## config.mk

```make
export PLATFORM = sky130hd
export DESIGN_NAME = lmmio_port_decoder
export DESIGN_NICKNAME = d
export VERILOG_FILES = /design/src/rtl/lmmio_port_decoder.sv
export SDC_FILE = /design/constraint.sdc
export NUM_CORES = 1
export LEC_CHECK = 0
export BUFFER_PORTS_ARGS = -buffer_cell sky130_fd_sc_hd__clkbuf_2
export CAP_MARGIN = 40
export CORE_AREA = 2 2 287 289
export DETAILED_ROUTE_END_ITERATION = 7
export DIE_AREA = 0 0 289 291
export HOLD_SLACK_MARGIN = 0.06
export PLACE_DENSITY = 0.44
export SETUP_SLACK_MARGIN = 0.05
export SKIP_LAST_GASP = 1
export SLEW_MARGIN = 20
export SYNTH_ARGS = -nofsm -noshare
export SYNTH_HDL_FRONTEND = slang
export SYNTH_SLANG_ARGS = --single-unit
```

## constraint.sdc

```tcl
create_clock -name clk -period 8 [get_ports clk]
set_input_delay 1.2 -clock clk [delete_from_list [all_inputs] [get_ports clk]]
set_output_delay 1.2 -clock clk [all_outputs]
set_load 0.03 [all_outputs]
```

## src/rtl/lmmio_port_decoder.sv

```systemverilog
module lmmio_port_decoder #(
  parameter int NPORTS = 6,
  parameter int AW     = 32,
  parameter int GW     = 12,
  parameter int HW     = 32,
  parameter logic [GW-1:0] CEIL = 12'hFE0
) (
  input  logic                 clk,
  input  logic                 rst,
  input  logic                 req_valid,
  input  logic [AW-1:0]        req_addr,
  input  logic [GW-1:0]        tolm,
  input  logic [NPORTS*GW-1:0] mem_base,
  input  logic [NPORTS*GW-1:0] mem_limit,
  input  logic [NPORTS*GW-1:0] pf_base,
  input  logic [NPORTS*GW-1:0] pf_limit,
  input  logic [NPORTS*HW-1:0] pf_base_hi,
  input  logic [NPORTS*HW-1:0] pf_limit_hi,
  output logic [NPORTS:0]      port_sel,
  output logic                 in_window,
  output logic                 overlap_err
);
  localparam int LSB = AW - GW;

  logic [GW-1:0]     page;
  logic              in_rng;
  logic [NPORTS-1:0] mem_hit, pf_hit, port_hit;
  logic [NPORTS:0]   sel_d;
  logic              err_d;

  assign page   = req_addr[AW-1:LSB];
  assign in_rng = (page >= tolm) && (page < CEIL);

  for (genvar i = 0; i < NPORTS; i++) begin : g_win
    logic [GW-1:0] mb, ml, pb, pl;
    logic          pf_low;
    assign mb = mem_base[i*GW +: GW];
    assign ml = mem_limit[i*GW +: GW];
    assign pb = pf_base[i*GW +: GW];
    assign pl = pf_limit[i*GW +: GW];
    assign pf_low = (pf_base_hi[i*HW +: HW] == '0) && (pf_limit_hi[i*HW +: HW] == '0);
    assign mem_hit[i] = in_rng && (mb <= ml) && (page >= mb) && (page <= ml);
    assign pf_hit[i]  = in_rng && pf_low && (pb <= pl) && (page >= pb) && (page <= pl);
  end

  assign port_hit = mem_hit | pf_hit;
  assign err_d    = $countones({mem_hit, pf_hit}) > 1;

  always_comb begin
    logic found;
    found = 1'b0;
    sel_d = '0;
    if (in_rng) begin
      for (int i = 0; i < NPORTS; i++) begin
        if (port_hit[i] && !found) begin
          sel_d[i+1] = 1'b1;
          found      = 1'b1;
        end
      end
      if (!found) sel_d[0] = 1'b1;
    end
  end

  always_ff @(posedge clk) begin
    if (rst || !req_valid) begin
      port_sel    <= '0;
      in_window   <= 1'b0;
      overlap_err <= 1'b0;
    end else begin
      port_sel    <= sel_d;
      in_window   <= in_rng;
      overlap_err <= err_d;
    end
  end
endmodule


```

# Word-level counts from Yosys, hierarchy flattened
# Cells that the tools add are included.
[word_totals]
wordCells = 147
input_bits = 719
output_inout_bits = 9
ff_bits = 9
[op_classes]
n_addsub = 11
mux = 18
n_reduce_logical = 74
n_lt_le_gt_ge = 39
bitwise_logic = 2
[ops]
columns = ["cell", "n"]
rows = [
  ["$logic_not 32->1", 12],
  ["$le 12x12->1", 24],
  ["$ge 12x12->1", 13],
  ["$logic_and 1x1->1", 54],
  ["$mux 1", 18],
  ["$add 1x1->2", 6],
  ["$lt 12x12->1 const B", 1],
  ["$add 2x2->3", 3],
  ["$logic_not 1->1", 6],
  ["$or 6x6->6", 1],
  ["$add 4x3->5", 1],
  ["$gt 5x1->1 const B", 1],
  ["$add 3x3->4", 1],
  ["$reduce_or 2->1", 1],
  ["$logic_or 1x1->1", 1],
  ["$not 1->1", 1],
]

# Depth between registers and ports, before layout
# Gate-level depths: netlist (run 1).
[logic_depth]
word_depth = 30
mapped_depth = 20
depth_no_buf = 20

# Worst setup path before layout (run 1)
# Ideal clock, no wire load.
[synth_path]
path_type = "input to register"
start = "input req_addr[20]"
end = "register overlap_err"
t_required_ps = 7878
arrival_ps = 5838
cell_stages = 16
setup_time_ps = 122
slack_ps = 2041
path_buffers = 0
cell_sequence = "inv_1 ha_1 nor2b_1 o21a_1 o21ai_0 a21oi_4 or4_1 or4_4 fa_1 fa_1 fa_1 inv_1 ha_1 fa_1 o21ai_0 a21oi_1"
[synth_between]
elab_chain_len = 11
elab_cells_between_ends = 81
classes_between = "add/sub (11); order compare (27); reduce/logical (43)"
[synth_lines]
columns = ["element", "line", "source"]
rows = [
  ["from (decl)", "11", "input logic [AW-1:0] req_addr,"],
  ["$ge 12x12->1 or $lt 12x12->1 (tied branches)", "32", "assign in_rng = (page >= tolm) && (page < CEIL);"],
  ["$logic_and 1x1->1", "32", ""],
  ["$logic_and 1x1->1 (4 in series)", "43", "assign pf_hit[i] = in_rng && pf_low && (pb <= pl) && (page >= pb) && (page <= pl);"],
  ["$add 1x1->2 (implied by the code)", "47", "assign err_d = $countones({mem_hit, pf_hit}) > 1;"],
  ["$add 2x2->3 (implied by the code)", "47", ""],
  ["$add 3x3->4 (implied by the code)", "47", ""],
  ["$add 4x3->5 (implied by the code) (*)", "47", ""],
  ["$gt 5x1->1 (*)", "47", ""],
  ["to (signal assigned)", "72", "overlap_err <= err_d;"],
  ["to (decl)", "21", "output logic overlap_err"],
]
# Every way passes the cells marked *; elsewhere a longest branch is shown, timed or not.
# A chain may end at the register's enable or synchronous reset.

# Final worst setup path (run 1)
[layout_path]
start = "input req_addr[29]"
end = "register overlap_err"
# The elaborated chain is that of the path after synthesis.

==> flow_summary.toml, run 1 <==
[drt]
routed_via_density = 4.219
dr.pass1.iters = 5
dr_wl_met2_microns = 33340
top_layer_used = "met5"
wl_met3_microns = 4416
avgRoutedWirePerCell_microns = 19.25
routed-via-count = 14150
wl_microns = 64550
initialDrtViolationCount = 393
ant_nets = 0
drc_errors = 0
wl_met1_microns = 25550

[worst_hold_path]
hp-start = "req_valid"
hold_path_depth = 3
worst_hold_path_type = "in -> reg"
holdPathEnd = "overlap_err"

[synth]
synth_edf_count = 0
synth_most_common_cell = "ha_1"
async_reset_ff_share_pct = 0
yosysSeqAreaShare_pct = 1.527
yosysTopAreaCell = "ha_1"
yosys-top-cells-count = "448 x ha_1, 305 x inv_1, 114 x a21oi_1, 109 x nand4_1, 101 x nor4_1"
avgSynthCellArea_sq_um = 7.665
netlist.area_leader.share_pct = 47.52
syn_area_sq_um = 11800
yosys_register_bits = 9
ys.flop_type = "dfxtp_1"
syn_nets = 2713
yosysUniqueCellTypes = 58
ys_top_cells_by_area = "ha_1 48%, inv_1 9.7%, nand4_1 5.8%, nor4_1 5.4%, a21oi_1 4.8%"
ys_warn_count = 0
synth_cells = 1539

[grt]
grt_max_degree = 17
grt_pass1_vias = 14330
grt_usage_pct = 14.61
grt-ovfl-total = 0
grt_pass1_wl_microns = 89730
antenna_found_initial = 19

[placement]
dp_slack_ps = 1100
port_buffers = 707
post-dp-hpwl_microns = 59880
gp_congestion = 0.9250
place_area_sq_um = 16950

[floorplan]
io_pins = 728
dieArea_sq_um = 84100
row_count = 105
start_util_pct = 14.53
fp.dieW_microns = 289
die_height_microns = 291
core_area_sq_um = 81190

[critical_path]
critPathKind = "in -> reg"
cp.required_ps = 8120
worstSetupEndpointType = "flip-flop"
worst-path-max-fanout = 13
crit_arrival_ps = 6530
start_kind = "primary input"

[timing]
setup-tns-final_ps = 0
maxSlewViolCount = 0
max_freq_mhz = 156.1
hold_violations = 0
worst_pin_slew_ps = 859.7
setup_ws_ps = 1595
fin_crit_sh_pct = 80.07
setup_viol = 0
maxSlewHeadroom_pct = 42.16
rsz0062_at_grt = "no"
fin_crit_ps = 6405

[clock_network]
post-cts-setup-buffers = 0
cts_tree = "built"
root_buffer = "clkbuf_16"
cts.sinks = 9
cts_hold_buf = 0
numCtsBuffers = 3
cts_max_path_buffers = 2
h-tree-depth = 1
clkTransAtPathRegs_ps = 40
cts_resized = 0

[layout]
syn2layout_area_growth_pct = 44.41
final_util_pct = 20.98
final_nets = 3455
layout-drive-gt1-share_pct = 32.89
fill_cells = 9221
postLayoutCellArea_sq_um = 17040

[status]
status = "completed"

[power]
ir_drop_v = 0.00005700
p_leak_nw = 9.854
power_density_nw_per_um2 = 54.71

[run]
maxCapViolations = 0
-- per-stage QoR --
step                      cells  hold slack (ps)  power [W]
after floorplan            1539             1345  0.0004493
after global placement     3344             1566  0.0008483
after detailed placement   3346             1548  0.0008529
after CTS                  3350             1294  0.0009520
after global routing       3351             1293   0.001055
final                      3353             1283  0.0009319
-- report_power, final --
| group | switching (W) | leakage (nW) | internal (W) |
|---|---|---|---|
| Clock | 0.0000253 | 0.0382 | 0.0000670 |
| Sequential | 0.000000683 | 0.0727 | 0.0000461 |
| Combinational | 0.000426 | 9.74 | 0.000367 |
-- cells in the final DEF (no fill, tap or decap), types with 6 or more instances in the layout --
| cell type | netlist | final |
|---|---|---|
| inv_1 | 305 | 304 |
| ha_1 | 448 | 448 |
| o21ai_0 | 29 | 29 |
| nor4_1 | 101 | 101 |
| o211ai_1 | 21 | 21 |
| a221oi_1 | 7 | 7 |
| a31oi_1 | 7 | 7 |
| o21ai_1 | 19 | 19 |
| o31ai_1 | 6 | 6 |
| nor3_1 | 24 | 24 |
| nor2_1 | 35 | 35 |
| nand4_1 | 109 | 109 |
| o21a_1 | 16 | 16 |
| nor2b_1 | 28 | 28 |
| nand3_1 | 24 | 24 |
| a211oi_1 | 30 | 30 |
| fa_1 | 7 | 7 |
| nand2_1 | 39 | 39 |
| dfxtp_1 | 9 | 9 |
| and4_1 | 8 | 8 |
| nand2b_1 | 17 | 17 |
| a21oi_1 | 114 | 114 |
| a21o_1 | 70 | 70 |
| buf_4 | 0 | 27 |
| clkbuf_2 | 0 | 707 |
-- cell families after synthesis --
kind of cell / count (synthesis) / synth area share [%]
AO/OA/AOI/OAI: 359 / 19.91
adder cells (fa/ha/maj): 455 / 48.71
buffers and inverters: 306 / 9.737
AND/OR/NAND/NOR: 410 / 20.12
flip-flops: 9 / 1.527
-- sequential cells by signal, indices dropped and copies added (netlist names) --
register,count
port_sel,7
in_window,1
overlap_err,1
-- worst max-delay path by stage --
| stage | from | depth (start not counted) | end |
|---|---|---|---|
| after detailed placement | req_addr[29] | 16 | overlap_err |
| after CTS | req_addr[29] | 16 | overlap_err |
| after floorplan | req_addr[20] | 16 | overlap_err |
| after global placement | req_addr[29] | 16 | overlap_err |
| after global routing | req_addr[29] | 16 | overlap_err |
| final | req_addr[29] | 16 | overlap_err |
-- area by class of cell --
class | instances | area, sq um | share of cell area, %
inverter | 306 | 1149 | 6.743
clock buffer | 4 | 78.83 | 0.4627
tap | 1070 | 1339 | 7.859
sequential | 9 | 180.2 | 1.058
timing repair buffer | 737 | 3801 | 22.31
antenna | 3 | 7.507 | 0.04407
multi-input combinational | 1224 | 10480 | 61.52
-- worst max-delay path, stage by stage --
cell and delay [ps]:
clkbuf_2 420, ha_1 500, nand4_1 160, nor3_1 260, nand3_1 120, a221oi_1 690
nand2_1 170, fa_1 530, fa_1 580, fa_1 440, fa_1 520, inv_1 40
ha_1 220, fa_1 400, o21ai_0 160, a21oi_1 70
-- per-layer routing --
| metal | track usage (%) | vias to the layer above |
|---|---|---|
| met1 | 16.50 | 6261 |
| li1 | - | 7286 |
| met5 | 0 | - |
| met2 | 28.31 | 512 |
| met4 | 2.150 | 22 |
| met3 | 2.829 | 66 |
No activity file was read; power rests on OpenSTA's default activity.
==> inputs of run 2 (changes only) <==
- ABC_AREA: default -> 1
- PLACE_DENSITY: 0.44 -> 0.47
- clock period: 8 -> 5.1 ns (I/O delays scaled with it)
==> run 2 against run 1 <==
Power up 74%. Die area stayed put. Clock power up 50%. Setup slack worse by 1500 ps. Largest cell class unchanged. Largest power group unchanged. Flip-flop and latch count unchanged. Synthesized cell count increased by 42%. First-iteration DRC count rose by 17%. Global-route usage rose by 0.36 points. Worst hold slack worse by 280 ps.
==> flow_summary.toml, run 2 <==
[status]
status = "completed"

[synth]
netlist.area_leader.share_pct = 42.08
ys_warn_count = 0
yosysUniqueCellTypes = 31
yosysTopAreaCell = "ha_1"
ys.flop_type = "dfxtp_1"
synth_most_common_cell = "nand2_1"
yosys_register_bits = 9
syn_nets = 3359
yosysSeqAreaShare_pct = 1.352
synth_cells = 2185
async_reset_ff_share_pct = 0
synth_edf_count = 0
yosys-top-cells-count = "517 x nand2_1, 448 x ha_1, 434 x inv_1, 341 x nor2_1, 153 x a21oi_1"
syn_area_sq_um = 13320
avgSynthCellArea_sq_um = 6.097
ys_top_cells_by_area = "ha_1 42%, nand2_1 15%, inv_1 12%, nor2_1 9.6%, a21oi_1 5.7%"

[floorplan]
row_count = 105
io_pins = 728
start_util_pct = 16.41
die_height_microns = 291
fp.dieW_microns = 289
dieArea_sq_um = 84100
core_area_sq_um = 81190

[placement]
dpl.cell_count = 4067
post-dp-hpwl_microns = 61310
port_buffers = 707
gp_congestion = 0.8391

[critical_path]
slowest_delay_ps = 550
start_kind = "primary input"
cp_slowest_cell = "fa_1"
crit_arrival_ps = 5140
cp_cell_sequence = "clkbuf_4 > ha_1 > a21oi_1 > nor2_2 > nor2_4 > nand2_2 > nand2_4 > buf_8 > nor2_2 > nand3_2 > inv_1 > fa_1 > inv_1 > fa_1 > fa_1 > fa_1 > inv_1 > ha_2 > fa_2 > a211oi_2 > a21oi_1"
worst-path-max-fanout = 5
critPathKind = "in -> reg"
cp.required_ps = 5210
crit_family = "adder cells"
crit_buf_inv = 5
crit_top_cell = "fa_1"
worstSetupEndpointType = "flip-flop"

[drt]
routed_via_density = 3.909
ant_nets = 0
avgRoutedWirePerCell_microns = 15.76
routed-via-count = 15940
drc_errors = 0
dr.pass1.iters = 4
wl_microns = 64250
initialDrtViolationCount = 459

[run]
maxCapViolations = 0

[power]
power_density_nw_per_um2 = 83.56
finalPower_w = 0.001617
ir_drop_v = 0.0001107
p_leak_nw = 11.87

[clock_network]
clkTransAtPathRegs_ps = 40
h-tree-depth = 1
cts_max_path_buffers = 2
post-cts-setup-buffers = 0
numCtsBuffers = 3
root_buffer = "clkbuf_16"
cts.sinks = 9
cts_tree = "built"

[timing]
hold_violations = 0
worst_pin_slew_ps = 504.3
fin_crit_sh_pct = 98.67
maxSlewViolCount = 0
setup_viol = 0
max_freq_mhz = 198.7
fin_crit_ps = 5032
hold_slack_ps = 1002
maxSlewHeadroom_pct = 66.12
rsz0062_at_grt = "yes"

[worst_hold_path]
holdPathEnd = "overlap_err"
worst_hold_path_type = "in -> reg"
hp-start = "req_valid"
hold_path_depth = 3

[layout]
fill_cells = 9384
final-seq-area_sq_um = 180.2
multiInputGateArea_sq_um = 11610
largest_reg_flops = 7
final_cells = 4078
reg_top3 = "port_sel x7, in_window x1, overlap_err x1"
syn2layout_area_growth_pct = 45.30
top_register = "port_sel"
mostFrequentLayoutCell = "clkbuf_2"
layout-drive-gt1-share_pct = 28.69
final_cell_mix = "699 x clkbuf_2, 516 x nand2_1, 445 x ha_1"
final_nets = 4176

[grt]
grt_usage_pct = 14.97
grt_pass1_wl_microns = 93440
grt_max_degree = 14
grt-ovfl-total = 0
antenna_found_initial = 16
grt_pass1_vias = 16300
run 2: cell types whose count changed after synthesis, moves of 39 or more:
cell	delta
nand2_1	+478
a21oi_1	+39
nor4_1	-101
nor2_1	+306
a21o_1	-53
nand4_1	-41
inv_1	+129
run 2: repair_timing:
| item | CTS | global route |
|---|---|---|
| pin swaps | 2 | 0 |
| gates cloned | 0 | 0 |
| hold buffers | 0 | 0 |
| endpoints found under the setup margin | 1 | 1 |
| resized for setup | 34 | 8 |
run 2: report_power, final:
part	total (W)	leakage [nW]	switching [W]	internal, W
registers	0.0000738	0.0727	0.00000142	0.0000724
clock network	0.000138	0.0382	0.0000332	0.000104
logic	0.00141	11.8	0.000765	0.000641
total	0.00162	11.9	0.000800	0.000818
run 2: through the flow:
step                      setup WS (ps)  setup TNS (ps)  area, sq um  utilization, %
after floorplan                   12.94               0        13350               -
after global placement           -513.7          -513.7        19090           23.52
after detailed placement         -478.6          -478.6        19090           23.52
after CTS                         40.34               0        19320           23.79
after global routing             -195.6          -195.6        19360           23.84
final                             67.69               0        19360           23.84
run 2: worst max-delay path by stage:
stage	from	cells past startpoint	slack (ps)	endpoint
floorplan	req_addr[20]	22	10	overlap_err
global placement	req_addr[25]	23	-510	overlap_err
detailed placement	req_addr[25]	23	-480	overlap_err
CTS	req_addr[20]	19	40	overlap_err
global route	req_addr[20]	24	-200	overlap_err
finish	req_addr[25]	21	70	overlap_err
run 2: kinds of logic (layout without fill, tap and decap cells):
logic type	count (synthesis)	in the layout	synth area share [%]
AO/OA/AOI/OAI	241	241	10.27
adder cells (fa/ha/maj)	455	455	43.13
buffers and inverters	436	1252	12.29
flip-flops	9	9	1.352
other	0	7	0
AND/OR/NAND/NOR	1044	1044	32.97
run 2: layout make-up:
class,count,share of cell area [%]
Inverter,436,8.474
Sequential cell,9,0.9308
Antenna cell,7,0.09050
Tap cell,1070,6.917
Clock buffer,4,0.4072
Timing Repair Buffer,812,23.22
Multi-Input combinational cell,1740,59.96
run 2: layer usage:
layer | part of all wire, % | GRT usage [%] | routed length (microns)
met1 | 42 | 17.07 | 26750
met2 | 51 | 28.59 | 32970
met3 | 5.4 | 2.453 | 3500
met4 | 1.5 | 3.395 | 949
met5 | 0.13 | 0 | 81
==> inputs of run 3 (changes only) <==
- CORE_AREA: 2 2 287 289 -> 2 2 286 288
- DIE_AREA: 0 0 289 291 -> 0 0 288 290
==> run 3 against run 2 <==
Maximum frequency rose by 0.17%. Core utilization grew 0.88 points. Via count up 1.6%. First-iteration DRC count is 5.2% lower. Die area decreased by 0.69%. Largest power group unchanged.
==> flow_summary.toml, run 3 (synthesized netlist as in run 2, its figures left out) <==
[grt]
grt_max_degree = 13
grt-ovfl-total = 0
grt_pass1_wl_microns = 95940
grt_usage_pct = 15.42
grt_pass1_vias = 16590
antenna_found_initial = 23

[floorplan]
start_util_pct = 16.62
io_pins = 728
row_count = 104
dieArea_sq_um = 83520
die_height_microns = 290
fp.dieW_microns = 288
core_area_sq_um = 80160

[layout]
final_cells = 4099
fill_cells = 9200
layout-drive-gt1-share_pct = 29.84
postLayoutCellArea_sq_um = 19820
final-seq-area_sq_um = 180.2
reg_top3 = "port_sel x7, in_window x1, overlap_err x1"
final_nets = 4204
final_cell_mix = "699 x clkbuf_2, 516 x nand2_1, 440 x ha_1"
top_register = "port_sel"
multiInputGateArea_sq_um = 11710
syn2layout_area_growth_pct = 48.76
mostFrequentLayoutCell = "clkbuf_2"
largest_reg_flops = 7

[power]
ir_drop_v = 0.00007798
p_leak_nw = 12.07
power_density_nw_per_um2 = 85.08

[placement]
dpl.cell_count = 4074
port_buffers = 707
gp_congestion = 0.8215
post-dp-hpwl_microns = 61710
place_area_sq_um = 19350

[critical_path]
crit_family = "adder cells"
worstSetupEndpointType = "flip-flop"
crit_arrival_ps = 5140
cp_slowest_cell = "fa_1"
start_kind = "primary input"
worst-path-max-fanout = 5
crit_buf_inv = 5
critPathKind = "in -> reg"
cp.required_ps = 5220
slowest_delay_ps = 560
crit_top_cell = "fa_1"
cp_cell_sequence = "clkbuf_8 > ha_4 > nand2_2 > nor2_4 > buf_4 > nand2_1 > nand3_2 > nor2_4 > nand2_4 > nand2_8 > nor2_1 > nand3_2 > inv_1 > fa_1 > inv_1 > fa_1 > fa_1 > fa_1 > inv_1 > ha_2 > fa_2 > a211oi_2 > a21oi_1"

[clock_network]
cts_tree = "built"
numCtsBuffers = 3
clkTransAtPathRegs_ps = 50
cts_hold_buf = 0
root_buffer = "clkbuf_16"
h-tree-depth = 1
cts_max_path_buffers = 2
cts.sinks = 9

[timing]
maxSlewHeadroom_pct = 61.26
worst_pin_slew_ps = 576.7
maxSlewViolCount = 0
max_freq_mhz = 199.1
setup_viol = 0
fin_crit_ps = 5024
fin_crit_sh_pct = 98.50
rsz0062_at_grt = "yes"
hold_violations = 0
hold_slack_ps = 1025

[drt]
ant_nets = 0
avgRoutedWirePerCell_microns = 15.99
wl_microns = 65530
drc_errors = 0
routed-via-count = 16200
dr.pass1.iters = 5
routed_via_density = 3.951
initialDrtViolationCount = 435

[run]
maxCapViolations = 0

[worst_hold_path]
worst_hold_path_type = "in -> reg"

[status]
status = "completed"
[run 3: cell count changes in the layout (fill, tap and decap cells not counted), moves of 2 or more]
cell / before / now
buf_4: 84 / 109
clkbuf_4: 6 / 1
nor2_1: 339 / 335
buf_12: 7 / 19
nand3_2: 4 / 7
clkbuf_8: 1 / 6
nand3_1: 56 / 54
nor2_2: 8 / 11
ha_4: 2 / 7
and2_1: 16 / 14
ha_1: 445 / 440
buf_6: 13 / 4
and2_4: 1 / 3
diode_2: 7 / 10
[run 3: stage by stage]
step / total power, W / setup TNS, ps / setup slack, ps / util, %
2_1_floorplan: 0.0007965 / 0 / 12.94 / -
4_1_cts: 0.001718 / -30.38 / -30.38 / 24.61
3_3_place_gp: 0.001504 / -576.7 / -576.7 / 24.14
5_1_grt: 0.001938 / -99.06 / -99.06 / 24.72
3_5_place_dp: 0.001516 / -616.3 / -616.3 / 24.14
6_report: 0.001686 / 0 / 76.38 / 24.72
[run 3: timing repair]
item / CTS / global route
pin swaps: 13 / 9
gates resized for setup: 37 / 15
setup endpoints to repair: 1 / 1
buffers inserted: 9 / 2
[run 3: cell type report]
class | count | area share (%)
Inverter | 436 | 8.278
Antenna cell | 10 | 0.1263
Clock buffer | 4 | 0.3978
Sequential cell | 9 | 0.9092
Tap cell | 1060 | 6.693
Timing Repair Buffer | 840 | 24.49
Multi-Input combinational cell | 1740 | 59.11
[run 3: power by group]
part / total [W] / leakage, nW / internal (W) / switching (W)
clock network: 0.000153 / 0.0382 / 0.000106 / 0.0000473
logic: 0.00146 / 12.0 / 0.000677 / 0.000782
registers: 0.0000738 / 0.0727 / 0.0000722 / 0.00000158
total: 0.00169 / 12.1 / 0.000855 / 0.000831
[run 3: final timing paths]
check | depth (start not counted) | slack (ps) | start | endpoint
setup / recovery | 23 | 80 | req_addr[31] | overlap_err
hold / removal | 3 | 1030 | req_valid | overlap_err
[run 3: metal layers]
layer  global-route usage [%]  vias up  part of all wire, %
li1                         -     8773                    -
met1                    17.59     6887                   41
met2                    29.34      453                   51
met3                    2.437       73                  5.0
met4                    3.880       10                  2.6
met5                        0        -                0.093
